<file path="src/rtl/gpr_pkg.sv">
package gpr_pkg;
  localparam logic SZ_BYTE = 1'b0;
  localparam logic SZ_WORD = 1'b1;

  typedef enum logic [1:0] {
    XS_IDLE = 2'd0,
    XS_SAVE = 2'd1,
    XS_MOVE = 2'd2,
    XS_REST = 2'd3
  } xchg_state_t;
endpackage

</file>
<file path="src/rtl/gpr_byte_bank.sv">
module gpr_byte_bank #(
  parameter int DEPTH = 4,
  parameter int W     = 8,
  parameter int NRD   = 3,
  localparam int AW   = $clog2(DEPTH)
) (
  input  logic                  clk,
  input  logic                  we,
  input  logic [AW-1:0]         waddr,
  input  logic [W-1:0]          wdata,
  input  logic [NRD-1:0][AW-1:0] raddr,
  output logic [NRD-1:0][W-1:0]  rdata
);
  logic [W-1:0] mem [DEPTH];

  always_ff @(posedge clk) begin
    if (we) mem[waddr] <= wdata;
  end

  for (genvar p = 0; p < NRD; p++) begin : g_rd
    assign rdata[p] = mem[raddr[p]];
  end
endmodule

</file>
<file path="src/rtl/gpr_xchg_seq.sv">
module gpr_xchg_seq
  import gpr_pkg::*;
#(
  parameter int IDX_W  = 3,
  parameter int WORD_W = 16
) (
  input  logic              clk,
  input  logic              rst,
  input  logic              start,
  input  logic [IDX_W-1:0]  idx_x,
  input  logic [IDX_W-1:0]  idx_y,
  input  logic              size,
  input  logic [WORD_W-1:0] peek_data,
  output logic [IDX_W-1:0]  peek_idx,
  output logic              op_size,
  output logic              busy,
  output logic              wr_en,
  output logic [IDX_W-1:0]  wr_idx,
  output logic [WORD_W-1:0] wr_data
);
  xchg_state_t       state;
  logic [IDX_W-1:0]  x_q, y_q;
  logic              size_q;
  logic [WORD_W-1:0] hold_q;

  always_ff @(posedge clk) begin
    if (rst) begin
      state  <= XS_IDLE;
      x_q    <= '0;
      y_q    <= '0;
      size_q <= SZ_WORD;
      hold_q <= '0;
    end else begin
      unique case (state)
        XS_IDLE: if (start) begin
          x_q    <= idx_x;
          y_q    <= idx_y;
          size_q <= size;
          state  <= XS_SAVE;
        end
        XS_SAVE: begin
          hold_q <= peek_data;
          state  <= XS_MOVE;
        end
        XS_MOVE: state <= XS_REST;
        XS_REST: state <= XS_IDLE;
        default: state <= XS_IDLE;
      endcase
    end
  end

  always_comb begin
    busy     = (state != XS_IDLE);
    op_size  = size_q;
    peek_idx = (state == XS_SAVE) ? x_q : y_q;
    wr_en    = 1'b0;
    wr_idx   = x_q;
    wr_data  = peek_data;
    if (state == XS_MOVE) begin
      wr_en = 1'b1;
    end else if (state == XS_REST) begin
      wr_en   = 1'b1;
      wr_idx  = y_q;
      wr_data = hold_q;
    end
  end
endmodule

</file>
<file path="src/rtl/gpr_bytefile.sv">
module gpr_bytefile
  import gpr_pkg::*;
#(
  parameter int NUM_REGS = 4,
  parameter int BYTE_W   = 8,
  localparam int WORD_W  = 2 * BYTE_W,
  localparam int RIDX_W  = $clog2(NUM_REGS),
  localparam int IDX_W   = RIDX_W + 1
) (
  input  logic              clk,
  input  logic              rst,
  input  logic              wr_en,
  input  logic [IDX_W-1:0]  wr_idx,
  input  logic              wr_size,
  input  logic [WORD_W-1:0] wr_data,
  input  logic [IDX_W-1:0]  rd_a_idx,
  input  logic              rd_a_size,
  output logic [WORD_W-1:0] rd_a_data,
  input  logic [IDX_W-1:0]  rd_b_idx,
  input  logic              rd_b_size,
  output logic [WORD_W-1:0] rd_b_data,
  input  logic              xchg_start,
  input  logic [IDX_W-1:0]  xchg_idx_x,
  input  logic [IDX_W-1:0]  xchg_idx_y,
  input  logic              xchg_size,
  output logic              xchg_busy
);
  localparam int NRD = 3;  // port A, port B, swap peek

  logic [NRD-1:0][IDX_W-1:0]  ridx;
  logic [NRD-1:0]             rsz;
  logic [NRD-1:0][RIDX_W-1:0] raddr;
  logic [1:0][NRD-1:0][BYTE_W-1:0] bank_rd;
  logic [NRD-1:0][WORD_W-1:0] comp;

  logic              seq_busy, seq_wr_en, seq_size;
  logic [IDX_W-1:0]  seq_wr_idx, seq_peek_idx;
  logic [WORD_W-1:0] seq_wr_data;

  logic              w_en, w_size;
  logic [IDX_W-1:0]  w_idx;
  logic [WORD_W-1:0] w_data;
  logic [1:0]              bank_we;
  logic [1:0][BYTE_W-1:0]  bank_wd;

  assign ridx[0] = rd_a_idx;
  assign ridx[1] = rd_b_idx;
  assign ridx[2] = seq_peek_idx;
  assign rsz[0]  = rd_a_size;
  assign rsz[1]  = rd_b_size;
  assign rsz[2]  = seq_size;

  for (genvar p = 0; p < NRD; p++) begin : g_port
    assign raddr[p] = ridx[p][RIDX_W-1:0];
    always_comb begin
      if (rsz[p] == SZ_WORD)
        comp[p] = {bank_rd[1][p], bank_rd[0][p]};
      else
        comp[p] = {{BYTE_W{1'b0}},
                   ridx[p][IDX_W-1] ? bank_rd[1][p] : bank_rd[0][p]};
    end
  end

  // Swap sequence has the write path while it runs; the port is shut out.
  always_comb begin
    if (seq_wr_en) begin
      w_en = 1'b1;  w_idx = seq_wr_idx; w_size = seq_size; w_data = seq_wr_data;
    end else begin
      w_en = wr_en && !seq_busy; w_idx = wr_idx; w_size = wr_size; w_data = wr_data;
    end
  end

  assign bank_we[0] = w_en && (w_size == SZ_WORD || !w_idx[IDX_W-1]);
  assign bank_we[1] = w_en && (w_size == SZ_WORD ||  w_idx[IDX_W-1]);
  assign bank_wd[0] = w_data[BYTE_W-1:0];
  assign bank_wd[1] = (w_size == SZ_WORD) ? w_data[WORD_W-1:BYTE_W]
                                          : w_data[BYTE_W-1:0];

  for (genvar h = 0; h < 2; h++) begin : g_half
    gpr_byte_bank #(.DEPTH(NUM_REGS), .W(BYTE_W), .NRD(NRD)) bank_i (
      .clk   (clk),
      .we    (bank_we[h]),
      .waddr (w_idx[RIDX_W-1:0]),
      .wdata (bank_wd[h]),
      .raddr (raddr),
      .rdata (bank_rd[h])
    );
  end

  gpr_xchg_seq #(.IDX_W(IDX_W), .WORD_W(WORD_W)) seq_i (
    .clk       (clk),
    .rst       (rst),
    .start     (xchg_start),
    .idx_x     (xchg_idx_x),
    .idx_y     (xchg_idx_y),
    .size      (xchg_size),
    .peek_data (comp[2]),
    .peek_idx  (seq_peek_idx),
    .op_size   (seq_size),
    .busy      (seq_busy),
    .wr_en     (seq_wr_en),
    .wr_idx    (seq_wr_idx),
    .wr_data   (seq_wr_data)
  );

  assign xchg_busy = seq_busy;

  always_ff @(posedge clk) begin
    if (rst) begin
      rd_a_data <= '0;
      rd_b_data <= '0;
    end else begin
      rd_a_data <= comp[0];
      rd_b_data <= comp[1];
    end
  end
endmodule

</file>
<file path="config.mk">
export PLATFORM = sky130hd
export DESIGN_NAME = gpr_bytefile
export DESIGN_NICKNAME = d
export VERILOG_FILES = /design/src/rtl/gpr_pkg.sv /design/src/rtl/gpr_byte_bank.sv /design/src/rtl/gpr_xchg_seq.sv /design/src/rtl/gpr_bytefile.sv
export SDC_FILE = /design/constraint.sdc
export NUM_CORES = 1
export LEC_CHECK = 0
export BUFFER_PORTS_ARGS = -buffer_cell sky130_fd_sc_hd__buf_4
export CAP_MARGIN = 25
export CORE_ASPECT_RATIO = 1.1
export CORE_MARGIN = 3
export CORE_UTILIZATION = 36
export CTS_CLUSTER_SIZE = 30
export DETAILED_ROUTE_END_ITERATION = 8
export PLACE_DENSITY = 0.52
export SYNTH_ARGS = -nofsm -noshare
export SYNTH_HDL_FRONTEND = slang
export SYNTH_HIERARCHICAL = 1
export SYNTH_SLANG_ARGS = --single-unit
</file>
<file path="constraint.sdc">
create_clock -name clk -period 5.15 [get_ports clk]
set_clock_uncertainty 0.15 [all_clocks]
set_input_delay 0.515 -clock clk [delete_from_list [all_inputs] [get_ports clk]]
set_output_delay 0.515 -clock clk [all_outputs]
set_load 0.01 [all_outputs]
</file>
Yosys cells after proc, flatten, opt, wreduce, memory -nomap -nowiden:

Memory sizes are Yosys's and may differ from the RTL's.
Cells that the tools add are included.

* memories kept: 2
* memory bits (writable): 64
* bits of input ports: 39
* register bits: 57
* word-level logic and storage cells: 53

* multiplexer cells: 24
* equality and inequality tests: 4
* reductions and logical operators: 12
* bitwise logic cells: 2

Memory list
* g_half[0].bank_i.mem: words 4, bits a word 8, rd ports 3, clocked after Yosys merged registers in 0, write ports 1, RTL line gpr_byte_bank.sv:14 `logic [W-1:0] mem [DEPTH];`
* g_half[1].bank_i.mem: words 4, bits a word 8, rd ports 3, clocked after Yosys merged registers in 0, write ports 1, RTL line gpr_byte_bank.sv:14

Operator list (number)
* $mux W16: 4
* $mux W8: 6
* $mux W3: 4
* $mux W1: 8
* $pmux W2 S4: 1
* $eq A2 B2 Y1 const B: 2
* $reduce_or A2 Y1: 2
* $logic_and A1 B1 Y1: 3
* $eq A2 B1 Y1 const B: 1
* $logic_not A1 Y1: 2
* $logic_not A2 Y1: 1
* $logic_or A1 B1 Y1: 2
* $mux W2: 1
* $ne A2 B2 Y1 const B: 1
* $not A1 Y1: 2
* $reduce_and A2 Y1: 1
* $reduce_bool A2 Y1: 1

Logic depth before layout (Yosys ltp):

Gate-level depths: netlist of the first run.

* word-level depth: 9
* gate-level depth with buffers: 11

By module:

Netlist of the first run, hierarchy kept.

Modules (own cells, without submodules)
* gpr_byte_bank: sequential area each 960.9 sq um, cells an instance 66, area each 1581.5 sq um, times used 2
* gpr_bytefile: sequential area each 640.6 sq um, cells an instance 154, area each 1576.5 sq um, times used 1
* gpr_xchg_seq: sequential area each 500.5 sq um, cells an instance 128, area each 1336.3 sq um, times used 1

Worst setup path after synthesis of the first run:

Ideal clock, no wire load.

* path kind: reg2reg
* start: reg seq_i.state[0]
* end: mem g_half[1].bank_i.mem[0][0] (enable)
* path slack: 2206 ps
* stages on the path, launching flop included: 9
* period minus slack after synthesis: 2944 ps
* path buffers: 2
* data required time: 4615 ps
* arrival: 2408 ps
* path through: dfxtp_1 -> inv_1 -> ha_1 -> nand2b_4 -> buf_6 -> buf_12 -> mux2_4 -> mux2_2 -> nor3b_1

* elaborated cells on any way between the ends: 16
* those cells by class: eq/ne: 2; mux: 9; reduce/logical: 5

RTL lines
* start, declared: RTL line gpr_xchg_seq.sv:21 `xchg_state_t state;`
* start signal, assigned: RTL line gpr_xchg_seq.sv:28 `state <= XS_IDLE;`
* start signal, assigned: RTL line gpr_xchg_seq.sv:39 `state <= XS_SAVE;`
* start signal, assigned: RTL line gpr_xchg_seq.sv:43 `state <= XS_MOVE;`
* $eq A2 B2 Y1: RTL line gpr_xchg_seq.sv:61 `end else if (state == XS_REST) begin`
* $mux W3: RTL line gpr_xchg_seq.sv:61
* $mux W3 *: RTL line gpr_xchg_seq.sv:59 `if (state == XS_MOVE) begin`
* net seq_wr_idx[1]: RTL line gpr_bytefile.sv:37 `logic [IDX_W-1:0] seq_wr_idx, seq_peek_idx;`
* $mux W3 *: RTL line gpr_bytefile.sv:66 `if (seq_wr_en) begin`
* net w_idx[1]: RTL line gpr_bytefile.sv:41 `logic [IDX_W-1:0] w_idx;`
* end, declared: RTL line gpr_byte_bank.sv:14

The timed path passes the listed nets; every way through them passes the cells marked *.

==> impl_results.md, run 1 <==
* Unique cell type count in the Yosys netlist at 34
* Post-CTS sizing at 0
* Die Y at 142.3 um
* Async SR Flop Fraction at 0%
* Filler Cell Count at 1528
* WS Path Type: reg2reg
* Final hold viol count at 0
* Hold bufs inserted after CTS at 0
* Clock Latency Late Sink at 0.41 ns
* Power Density at 517.9 nW/um^2
* Largest net degree at the start of global routing at 44
* Critical path buffer and inverter count at 1
* Synth Flop Type: edfxtp_1
* Htree depth at 4
* Vias in the first global route at 3990
* Clock Sinks at 121
* Pre-CTS setup slack at 1.566 ns
* Yosys warnings at 6
* Setup Fix Bufs, Post-CTS at 0
* Worst Hold Class: in2reg
* Starting density of the core at 36.98%
* Fin Setup TNS at 0 ns
* FF+latch count, synth at 121
* Inserted Diodes at 0
* Maximum capacitance violations at 0
* NumNets Final at 521
* Hold Slack at 0.2154 ns
* Slew @ Worst Pin at 0.9662 ns
* Initial antenna violation count at 0
* Final worst slack at 1.591 ns
* Final setup fails at 0
* Routed vias at 3690
* Post-synthesis area per instance at 14.68 um^2
* CTS buffer count at 17
* Minimum clock period at 3.559 ns
* RSZ-0062 raised after global routing: no
* Yosys top cell by area: edfxtp_1
* Sequential share of the synthesized area at 50.41%
* Critical path's largest stage delay at 0.69 ns
* Max Clk Rate at 280.9 MHz
* Port Buffers at 71
* Post-DR wirelength/cell at 22.90 um
* GRT Util Overall at 18.13%
* Mapped Nets at 460
* Worst Setup End Kind: flop
* Run status: finished, final reports clean
* Top post-synthesis cells by area: edfxtp_1 32%, dfxtp_1 19%, mux4_2 18%
* Peak supply drop at 0.0002314 V
* Cell family with most CP delay: multiplexers
* Yosys top cell area share at 31.63%
* Core area at 16430 um^2
* DP Cell Count at 659
* I/O pins at 72
* Layout area overhead at 18.99%
* Initial DRC Count at 223
* Chip Width at 129.9 um
* Max-slew violation count at 0
* Top cells by count, synth: 64 x edfxtp_1, 57 x dfxtp_1, 48 x mux4_2
* Pleak at 2.738 nW
* Number of standard cells in the final layout excluding fillers at 692
* Clock buffer depth at 2
* Critical Path AT at 3.51 ns
* Final HPWL DP at 10930 um
* GRT overflow at 0
* Routability cong. at 0.7688
* Final period util at 69.11%
* CTS tree: built
* DR pass1 iterations at 4
* Crit-path max FO at 16
* Share of layout cells above drive strength 1 at 40.57%
* Detailed Route WL at 15850 um
* Die footprint at 18470 um^2
* CP Cell Sequence: inv_1 > ha_1 > mux2_2 > mux4_2 > mux2_2 > mux2_2 > mux2_4 > nand2_1 > o21ai_1
* Final Cell Area at 7229 um^2
* Cell count after synthesis at 414
* Post-DP Area at 6634 um^2
* DRC at 0
* Row count at 49
* Most numerous cell in the Yosys netlist: edfxtp_1
* CP dominant cell by count: mux2_2
* Slowest CP cell: mux2_2
* Clock transition at path regs at 0.05 ns
* CTS root buffer: clkbuf_16
* Via density at 5.332
* Area of the mapped netlist at 6076 um^2
* Post-DRT Antenna Nets at 0
* Global-route wire length before repair at 23970 um
* Critical Path RT at 5.10 ns
* Slew headroom at 35.45%
* Post-synth EDFFs at 64
* CP Launch Type: flop
[registers in the layout, summed over array words and instances, names as in the netlist]
signal             cells
rd_a_data             16
seq_i/y_q              3
rd_b_data             16
g_half.bank_i/mem     64
seq_i/hold_q          16
seq_i/x_q              3
seq_i/state            2
seq_i/op_size          1
[per-stage QoR]
stage,util [%],power [W]
global placement,40.37,0.002597
detailed placement,40.37,0.002623
finish,44.00,0.003744
global route,44.00,0.003935
CTS,43.93,0.003773
floorplan,-,0.002313
[layout make-up]
type / count / area (um^2) / area share [%]
clock buffers: 27 / 555.5 / 7.684
inverters: 5 / 18.77 / 0.2596
flip-flops and latches: 121 / 3063 / 42.37
well taps: 204 / 255.2 / 3.531
repair buffers: 73 / 551.8 / 7.632
clock inverters: 5 / 28.78 / 0.3981
multi-input cells: 257 / 2756 / 38.13
[routing by layer]
layer,global-route usage (%),wire [um]
met5,0,0
met4,5.033,159
met3,4.317,767
met2,30.57,7911
met1,23.43,7011
[report_power, final]
group / internal, W / leakage (nW) / switching (W)
sequential: 0.00129 / 1.05 / 0.000108
combinational: 0.000580 / 1.39 / 0.000629
clock: 0.000735 / 0.290 / 0.000407
[kinds of logic (layout without fill, tap and decap cells)]
logic type / count (synthesis) / count (layout) / share of synthesized area (%)
multiplexers: 130 / 130 / 33.26
flip-flops: 121 / 121 / 50.41
AND/OR/NAND/NOR: 101 / 101 / 8.484
buffers and inverters: 36 / 110 / 4.386
AO/OA/AOI/OAI: 19 / 19 / 2.018
adder cells (fa/ha/maj): 7 / 7 / 1.441
[worst reg2reg max path: stages (launching register included)]
cell and delay [ns]:
dfxtp_1 0.40, inv_1 0.11, ha_1 0.22, mux2_2 0.69
mux4_2 0.64, mux2_2 0.29, mux2_2 0.26, mux2_4 0.29
nand2_1 0.06, o21ai_1 0.13
[path summary, 6_finish.rpt]
path | start | to | slack, ns | cells past startpoint
min | xchg_idx_x[1] | seq_i/x_q[1] | 0.22 | 3
max reg2reg | seq_i/state[1] | g_half[1].bank_i/mem[2][3] | 1.59 | 9
max | seq_i/state[1] | g_half[1].bank_i/mem[2][3] | 1.59 | 9
min reg2reg | seq_i/x_q[2] | seq_i/x_q[2] | 0.32 | 2
[cells in the final DEF, fill, tap and decap left out]
master,netlist,final
clkinvlp_4,0,1
a211o_1,1,1
mux2_2,25,25
a221oi_2,1,1
or2_2,1,1
clkbuf_1,4,3
inv_4,0,1
mux2i_4,1,1
clkbuf_16,0,19
dfxtp_1,57,57
nand2b_4,1,1
and3_1,3,3
inv_1,5,5
and2_1,24,24
nor2b_1,5,5
edfxtp_1,64,64
a211oi_1,1,1
buf_4,0,72
mux4_2,48,48
mux2i_1,41,41
ha_1,7,7
clkinv_2,0,3
buf_6,10,1
nand2b_1,3,3
nor3b_2,0,2
nand2_1,15,15
nand3_1,6,6
o21ai_2,1,1
clkbuf_8,0,5
o21ai_1,7,7
a21oi_1,7,7
nor2_1,36,36
a211oi_2,1,1
mux2_4,15,15
nor3_1,1,1
and3b_1,4,4
No activity file was read; power rests on OpenSTA's default activity.
==> run 2, diff against run 1 <==
--- a/config.mk
+++ b/config.mk
@@ -12,7 +12,7 @@
 export CORE_UTILIZATION = 36
 export CTS_CLUSTER_SIZE = 30
 export DETAILED_ROUTE_END_ITERATION = 8
-export PLACE_DENSITY = 0.52
+export PLACE_DENSITY = 0.54
 export SYNTH_ARGS = -nofsm -noshare
 export SYNTH_HDL_FRONTEND = slang
 export SYNTH_HIERARCHICAL = 1
==> constraint.sdc (replaced) <==
create_clock -name clk -period 3.1 [get_ports clk]
set_clock_uncertainty 0.15 [all_clocks]
set_input_delay 0.31 -clock clk [delete_from_list [all_inputs] [get_ports clk]]
set_output_delay 0.31 -clock clk [all_outputs]
set_load 0.01 [all_outputs]
==> run 2 against run 1 <==
Compared with the run above:
- hold slack lost 0.19 ns
- die area did not move
- final cell count rose by 5.3%
- setup slack lost 1.5 ns
- routed wire length down 0.40%
- first-iteration DRC count decreased by 15%
- count of clock-buffer cells in the layout stayed put
- clock power is 67% higher
- sequential share of layout area is 1.9 points lower
- critical endpoint is now g_half[1].bank_i/mem[1][2]
==> impl_results.md, run 2 (same netlist as run 1, synthesis figures left out) <==
* Post-DR wirelength/cell at 21.66 um (was 22.90 um)
* Top Metal Used: met4 (unchanged)
* Slew headroom at 63.16% (was 35.45%)
* I/O pins at 72 (unchanged)
* GRT overflow at 0 (unchanged)
* Routability cong. at 0.7825 (was 0.7688)
* Largest net degree at the start of global routing at 44 (unchanged)
* Slowest CP cell: mux4_2 (was mux2_2)
* CTS root buffer: clkbuf_16 (unchanged)
* Max Clk Rate at 331.8 MHz (was 280.9 MHz)
* Final period util at 97.23% (was 69.11%)
* Clock Sinks at 121 (unchanged)
* Die footprint at 18470 um^2 (unchanged)
* Initial DRC Count at 189 (was 223)
* Final setup fails at 0 (unchanged)
* Vias in the first global route at 3929 (was 3990)
* Power share of the clock group at 29.5% (was 30.5%)
* DR pass1 iterations at 4 (unchanged)
* Worst Setup End Kind: flop (unchanged)
* Commonest non-fill, non-tap cell in the layout: buf_4 (unchanged)
* Power Density at 849.5 nW/um^2 (was 517.9 nW/um^2)
* Initial antenna violation count at 0 (unchanged)
* Met1 Routed Length at 6724 um (was 7011 um)
* Layout area overhead at 24.53% (was 18.99%)
* CP Launch Type: flop (unchanged)
* Htree depth at 4 (unchanged)
* CP Cell Sequence: inv_1 > ha_4 > mux2_4 > clkbuf_16 > mux4_2 > mux2_2 > mux2_2 > mux2_4 > nand2_1 > o21ai_1 (was inv_1 > ha_1 > mux2_2 > mux4_2 > mux2_2 > mux2_2 > mux2_4 > nand2_1 > o21ai_1)
* Share of layout cells above drive strength 1 at 43.81% (was 40.57%)
* Post-DRT Antenna Nets at 0 (unchanged)
* Row count at 49 (unchanged)
* Max FFs per register at 64 (unchanged)
* Reg with most FFs: g_half.bank_i/mem (unchanged)
* RSZ-0062 raised after global routing: no (unchanged)
* WL met2 at 7893 um (was 7911 um)
* Inserted Diodes at 0 (unchanged)
* Chip Width at 129.9 um (unchanged)
* Fin Setup TNS at 0 ns (unchanged)
* Switch share at 30.04% (was 30.56%)
* Int Power at 0.004497 W (was 0.002600 W)
* Core area at 16430 um^2 (unchanged)
* Critical Path RT at 3.09 ns (was 5.10 ns)
* CTS buffer count at 17 (unchanged)
* Final HPWL DP at 11450 um (was 10930 um)
* WS Path Type: reg2reg (unchanged)
* Final core utilization at 46.05% (was 44.00%)
* Clock transition at path regs at 0.05 ns (about the same)
* Port Buffers at 71 (unchanged)
* Met3 wire length at 868 um (was 767 um)
* Area taken by multi-input logic gates at 2763 um^2 (was 2756 um^2)
* Routed vias at 3820 (was 3690)
* Gate power share at 34.8% (was 32.3%)
* Crit-path max FO at 8 (was 16)
* NumNets Final at 558 (was 521)
* Critical Path AT at 3.00 ns (was 3.51 ns)
* GRT Util Overall at 17.75% (was 18.13%)
* Pleak at 2.935 nW (was 2.738 nW)
* Detailed Route WL at 15790 um (was 15850 um)
* Final Cell Area at 7566 um^2 (was 7229 um^2)
* Post-DP Area at 6867 um^2 (was 6634 um^2)
* Minimum clock period at 3.014 ns (was 3.559 ns)
* Clock Latency Late Sink at 0.42 ns (was 0.41 ns)
* Run status: finished, final reports clean (unchanged)
* Most frequent cells in the layout: 102 x buf_4, 64 x edfxtp_1, 55 x dfxtp_1 (was 72 x buf_4, 64 x edfxtp_1, 57 x dfxtp_1)
* CTS tree: built (unchanged)
* Global-route wire length before repair at 23610 um (was 23970 um)
* Starting density of the core at 36.98% (unchanged)
* Worst Hold Class: in2reg (unchanged)
* Slew @ Worst Pin at 0.5527 ns (was 0.9662 ns)
* Maximum capacitance violations at 0 (unchanged)
* Filler Cell Count at 1499 (was 1528)
* Peak supply drop at 0.0004391 V (was 0.0002314 V)
* DRC at 0 (unchanged)
* Die Y at 142.3 um (unchanged)
* Max-slew violation count at 0 (unchanged)
* Via density at 5.240 (was 5.332)
* Register share of total power at 35.7% (was 37.2%)
* Register area at 3065 um^2 (was 3063 um^2)
* NetSw at 0.001930 W (was 0.001144 W)
* Final hold viol count at 0 (unchanged)
* Critical path's largest stage delay at 0.47 ns (was 0.69 ns)
* Clock buffer depth at 2 (unchanged)
==> run 2: repair_timing <==
action / CTS / global route
resized for setup: 0 / 5
hold buffers: 5 / 0
endpoints found under the hold margin: 5 / 0
buffers inserted: 0 / 3
endpoints found under the setup margin: 0 / 28
==> run 2: stage by stage <==
step	hold slack (ns)	cells	total power, W	worst slack, ns
4_1_cts	0.0003088	725	0.006431	0.02741
3_5_place_dp	0.3160	688	0.004517	0.04535
3_3_place_gp	0.3158	688	0.004471	0.08821
6_report	0.02540	729	0.006427	0.08582
5_1_grt	0.02221	729	0.006741	0.01228
2_1_floorplan	0.2924	414	0.003842	0.1563
==> run 2: worst max-delay path, delay by kind of cell, from the launching register on <==
| kind | cells | cell delay, ns |
|---|---|---|
| mux | 5 | 1.65 |
| compound gates | 1 | 0.11 |
| fa+ha+maj | 1 | 0.15 |
| buf+inv | 2 | 0.29 |
| simple gates | 1 | 0.08 |
| flops | 1 | 0.31 |
==> run 2: area by class of cell <==
type	instances	share of cell area, %
clock buffers	27	7.359
clock inverters	5	0.3473
inverters	5	0.2481
multi-input cells	257	36.51
flip-flops and latches	121	40.52
well taps	204	3.374
repair buffers	110	11.64
==> run 2: path summary, 6_finish.rpt <==
| check | start | end | slack [ns] | cells after the start |
|---|---|---|---|---|
| setup reg to reg | seq_i/state[1] | g_half[1].bank_i/mem[1][2] | 0.09 | 10 |
| hold / removal | xchg_idx_x[0] | seq_i/x_q[0] | 0.03 | 3 |
| setup / recovery | seq_i/state[1] | g_half[1].bank_i/mem[1][2] | 0.09 | 10 |
| hold reg to reg | seq_i/x_q[1] | seq_i/x_q[1] | 0.32 | 2 |
==> run 2: routing by layer <==
metal  GRT usage, %  vias to the layer above
met1          22.32                     1915
met5              0                        -
li1               -                     1753
met2          29.49                      128
met3          4.505                       24
met4          6.783                        0
==> run 2: power by group through the flow <==
stage,Clock (W),Combinational (W),Sequential (W)
finish,0.00190,0.00224,0.00229
global route,0.00200,0.00241,0.00232
CTS,0.00193,0.00221,0.00229
detailed placement,0,0.00220,0.00232
global placement,0,0.00217,0.00230
floorplan,0,0.00155,0.00230
